`src/rtl/ones_gather_pkg.sv`:
```
package ones_gather_pkg;
    localparam int MIN_WIDTH = 4;
    localparam int MAX_WIDTH = 64;

    // Bits needed to hold a count in 0..w.
    function automatic int count_bits(input int w);
        return $clog2(w + 1);
    endfunction
endpackage

```
`src/rtl/ones_gather_sum.sv`:
```
// Balanced adder tree: splits the range at its midpoint and recurses.
module ones_gather_sum #(
    parameter int N  = 8,
    parameter int CW = 4
) (
    input  logic [N-1:0]  bits_i,
    output logic [CW-1:0] sum_o
);
    generate
        if (N == 1) begin : g_leaf
            assign sum_o = {{(CW-1){1'b0}}, bits_i};
        end else begin : g_node
            localparam int LO = N / 2;
            localparam int HI = N - LO;
            logic [CW-1:0] sum_lo;
            logic [CW-1:0] sum_hi;
            ones_gather_sum #(.N(LO), .CW(CW)) u_lo (
                .bits_i(bits_i[LO-1:0]),
                .sum_o (sum_lo)
            );
            ones_gather_sum #(.N(HI), .CW(CW)) u_hi (
                .bits_i(bits_i[N-1:LO]),
                .sum_o (sum_hi)
            );
            assign sum_o = sum_lo + sum_hi;
        end
    endgenerate
endmodule

```
`src/rtl/ones_gather_thermo.sv`:
```
// Count to thermometer: bit i is set when count exceeds i.
module ones_gather_thermo #(
    parameter int W  = 8,
    parameter int CW = 4
) (
    input  logic [CW-1:0] cnt_i,
    output logic [W-1:0]  therm_o
);
    generate
        for (genvar i = 0; i < W; i++) begin : g_bit
            localparam logic [CW-1:0] IDX = CW'(i);
            assign therm_o[i] = (cnt_i > IDX);
        end
    endgenerate
endmodule

```
`src/rtl/ones_gather.sv`:
```
module ones_gather #(
    parameter int W       = 8,
    parameter bit REG_OUT = 1'b1
) (
    input  logic         clk,
    input  logic         rst,
    input  logic [W-1:0] in_vec,
    output logic [W-1:0] out_vec
);
    localparam int CW = ones_gather_pkg::count_bits(W);

    // legal width range
    generate
        if (W < ones_gather_pkg::MIN_WIDTH || W > ones_gather_pkg::MAX_WIDTH) begin : g_bad_width
            $error("ones_gather: W out of range");
        end
    endgenerate

    typedef struct packed {
        logic [W-1:0] res;
    } state_t;

    logic [CW-1:0] cnt;
    logic [W-1:0]  therm;
    state_t        st_d;
    state_t        st_q;

    ones_gather_sum #(.N(W), .CW(CW)) u_sum (
        .bits_i(in_vec),
        .sum_o (cnt)
    );

    ones_gather_thermo #(.W(W), .CW(CW)) u_thermo (
        .cnt_i  (cnt),
        .therm_o(therm)
    );

    always_comb begin
        st_d     = st_q;
        st_d.res = therm;
        if (rst) begin
            st_d.res = '0;
        end
    end

    generate
        if (REG_OUT) begin : g_reg
            always_ff @(posedge clk) begin
                st_q <= st_d;
            end
            assign out_vec = st_q.res;
        end else begin : g_comb
            assign st_q    = '0;
            assign out_vec = therm;
        end
    endgenerate
endmodule

```
`config.mk`:
```
export PLATFORM = sky130hd
export DESIGN_NAME = ones_gather
export DESIGN_NICKNAME = d
export VERILOG_FILES = /design/src/rtl/ones_gather_pkg.sv /design/src/rtl/ones_gather_sum.sv /design/src/rtl/ones_gather_thermo.sv /design/src/rtl/ones_gather.sv
export SDC_FILE = /design/constraint.sdc
export NUM_CORES = 1
export LEC_CHECK = 0
export BUFFER_PORTS_ARGS = -buffer_cell sky130_fd_sc_hd__buf_2
export CORE_AREA = 2 2 39 41
export CTS_BUF_LIST = sky130_fd_sc_hd__clkbuf_16
export DETAILED_ROUTE_END_ITERATION = 8
export DIE_AREA = 0 0 41 43
export RECOVER_POWER = 100
export SLEW_MARGIN = 10
export SYNTH_ARGS = -nofsm -noshare
export SYNTH_HDL_FRONTEND = slang
export SYNTH_SLANG_ARGS = --single-unit
```
`constraint.sdc`:
```
create_clock -name clk -period 3.45 [get_ports clk]
set_clock_uncertainty 0.05 [all_clocks]
set_input_delay 0.1725 -clock clk [delete_from_list [all_inputs] [get_ports clk]]
set_output_delay 0.1725 -clock clk [all_outputs]
set_load 0.02 [all_outputs]
```
==> results.cfg <==
[setup_path]
startpoint = in_vec[2]
cp-end-kind = flop
start_kind = primary input
path_max_fanout = 3
critical_path_class = in2reg
crit_arrival_ns = 2.63
worstPathRequired_ns = 3.51
cp-endpoint = out_vec[1]$_SDFF_PP0_

[cells_and_area]
nets = 93
post-route-util_pct = 46.84
final_cell_mix = inv_1, clkbuf_1, buf_2, dfxtp_1
final_layout_size_suffix_gt1_share_pct = 15.71
fin_cells = 86
final_common_cell = inv_1
synthToLayoutAreaGrowth_pct = 32.48
n_antenna_cell = 0
largest_reg_flops = 8

[clock_network]
path_clk_slew_ns = 0.04
cts.path.max_buffers = 2
post_cts_resize_count = 0
post_cts_buffers = 0
htreeDepth = 1
root_buffer = clkbuf_16
cts_buffers = 3
cts_hold_buffers = 0
clock-sinks = 8
cts_tree = built

[die]
dieArea_sq_um = 1763
die_height_um = 43
initial_core_util_pct = 35.35
io_pins = 18
coreArea_sq_um = 1384
chipWidth_um = 41
rows = 14

[pwr]
p_int_w = 0.0003204
power_density_nw_per_um2 = 712.8
clockPowerShare_pct = 41.2
switchingPower_w = 0.0001416
sw_frac_of_total_pct = 30.66
pwr-share-seq_pct = 25.8
combPwrFrac_pct = 33.0
ir_worst_vdd_uv = 267.4
p_leak_nw = 0.3317

[synthesis]
synth_fp_nets = 72
syn_area_per_cell_sq_um = 9.593
yosysTopAreaCellShare_pct = 32.74
synth_seq_cells = 8
syn-instance-count = 51
synth_top_family_by_area = adder cells
synthSimpleGateAreaFrac_pct = 8.184
synth_area_sq_um = 489.2
ys_top_cells_by_area = dfxtp_1, ha_1, fa_1
synth-xor-area-share_pct = 1.790
seq_area_frac_synth_pct = 32.74
ys_warn_count = 0
synth_mux_area_share_pct = 0
synthAdderAreaFrac_pct = 34.27
ys_types = 16
synth_compound_area_share_pct = 13.81
yosysTopAreaCell = dfxtp_1

[route]
drt-total-wl_um = 797
drt-met1-wl_um = 316
met2_length_um = 403
drt_pass1_iterations = 4
drc = 0
vias = 381
wire_per_inst_um = 9.267
met3_length_um = 68
avgViaCountPerCell = 4.430
dr.max_layer_used = met4
antenna_left = 0
initialDrtViolationCount = 4

[placement]
routabilityCongestion = 0.6778
dp_cells = 83
port_buffers = 17

[global_route]
grtUsageTotal_pct = 10.31
antenna_found_initial = 0
grt_pass1_vias = 333
overflow = 0
grt_first_pass_wirelength_um = 1200
grt_start_max_net_pins = 9

[sta]
fin_crit_sh_pct = 74.70
slew_viol_final = 0
relSlewSlack_pct = 78.98
finalSetupViolCount = 0
post-route-min-period_ns = 2.577
hold_viol = 0
rsz0062_at_grt = false
fmax_mhz = 388.0
tns_ns = 0
worst_pin_slew_ns = 0.3153

[worst_hold_path]
hold_class = in2reg

[flow_run]
max-cap-violations = 0

[status]
status = complete, no violations
## power by group through the flow
stage	Clock [W]	Sequential [W]	Combinational, W
2_1_floorplan	0	0.000148	0.0000935
3_3_place_gp	0	0.000119	0.000161
3_5_place_dp	0	0.000120	0.000163
4_1_cts	0.000193	0.000119	0.000164
5_1_grt	0.000199	0.000122	0.000173
6_report	0.000190	0.000119	0.000153
## area by class of cell
class                   count  area, sq um
clock buffers               3        75.07
fillers                   140        735.7
inverters                  11        41.29
multi-input cells          31        277.8
flip-flops and latches      8        160.2
well taps                  16        20.02
repair buffers             17        73.82
## worst max-delay path, cell delays in order
cell	delay [ns]
clkbuf_1	0.09
fa_1	0.53
inv_1	0.05
fa_1	0.52
inv_1	0.04
ha_1	0.19
fa_1	0.42
or2b_1	0.25
o22ai_1	0.25
a21oi_1	0.11
## synth_stat cells, drive strengths merged
cell / count
a211oi: 1
a21o: 1
nor2: 3
a21oi: 7
nand3: 1
dfxtp: 8
buf: 1
o22ai: 1
ha: 7
nand2: 2
fa: 4
or3b: 1
or2b: 1
o21ai: 1
xnor2: 1
inv: 11
## logic make-up after synthesis
| kind of cell | after synthesis |
|---|---|
| AOI/OAI and AO/OA | 11 |
| xor gates and xnor gates | 1 |
| adders and majority gates | 11 |
| buffers and inverters | 12 |
| DFF | 8 |
| and+or+nand+nor | 8 |
## stage by stage
step	hold slack, ns	setup WS (ns)	instance area, sq um	power (W)
2_1_floorplan	0.4015	0.8941	489.2	0.0002412
5_1_grt	0.1659	0.7708	648.1	0.0004934
3_3_place_gp	0.3907	0.6966	590.6	0.0002800
4_1_cts	0.1534	0.8975	665.6	0.0004763
3_5_place_dp	0.3893	0.6669	590.6	0.0002828
6_report	0.1598	0.8728	648.1	0.0004620
## routing by layer
layer	vias up	track usage, %
met2	15	17.19
li1	199	-
met3	2	1.571
met4	0	10.00
met1	165	9.539
met5	-	0
## worst min path at each step
stage               startpoint                     to  slack (ns)  cells after the start
floorplan                  rst  out_vec[3]$_SDFF_PP0_        0.40                      2
global route               rst  out_vec[6]$_SDFF_PP0_        0.17                      2
CTS                        rst  out_vec[2]$_SDFF_PP0_        0.15                      2
finish                     rst  out_vec[6]$_SDFF_PP0_        0.16                      2
global placement           rst  out_vec[1]$_SDFF_PP0_        0.39                      2
detailed placement         rst  out_vec[2]$_SDFF_PP0_        0.39                      2
(Power assumes the default switching activity.)
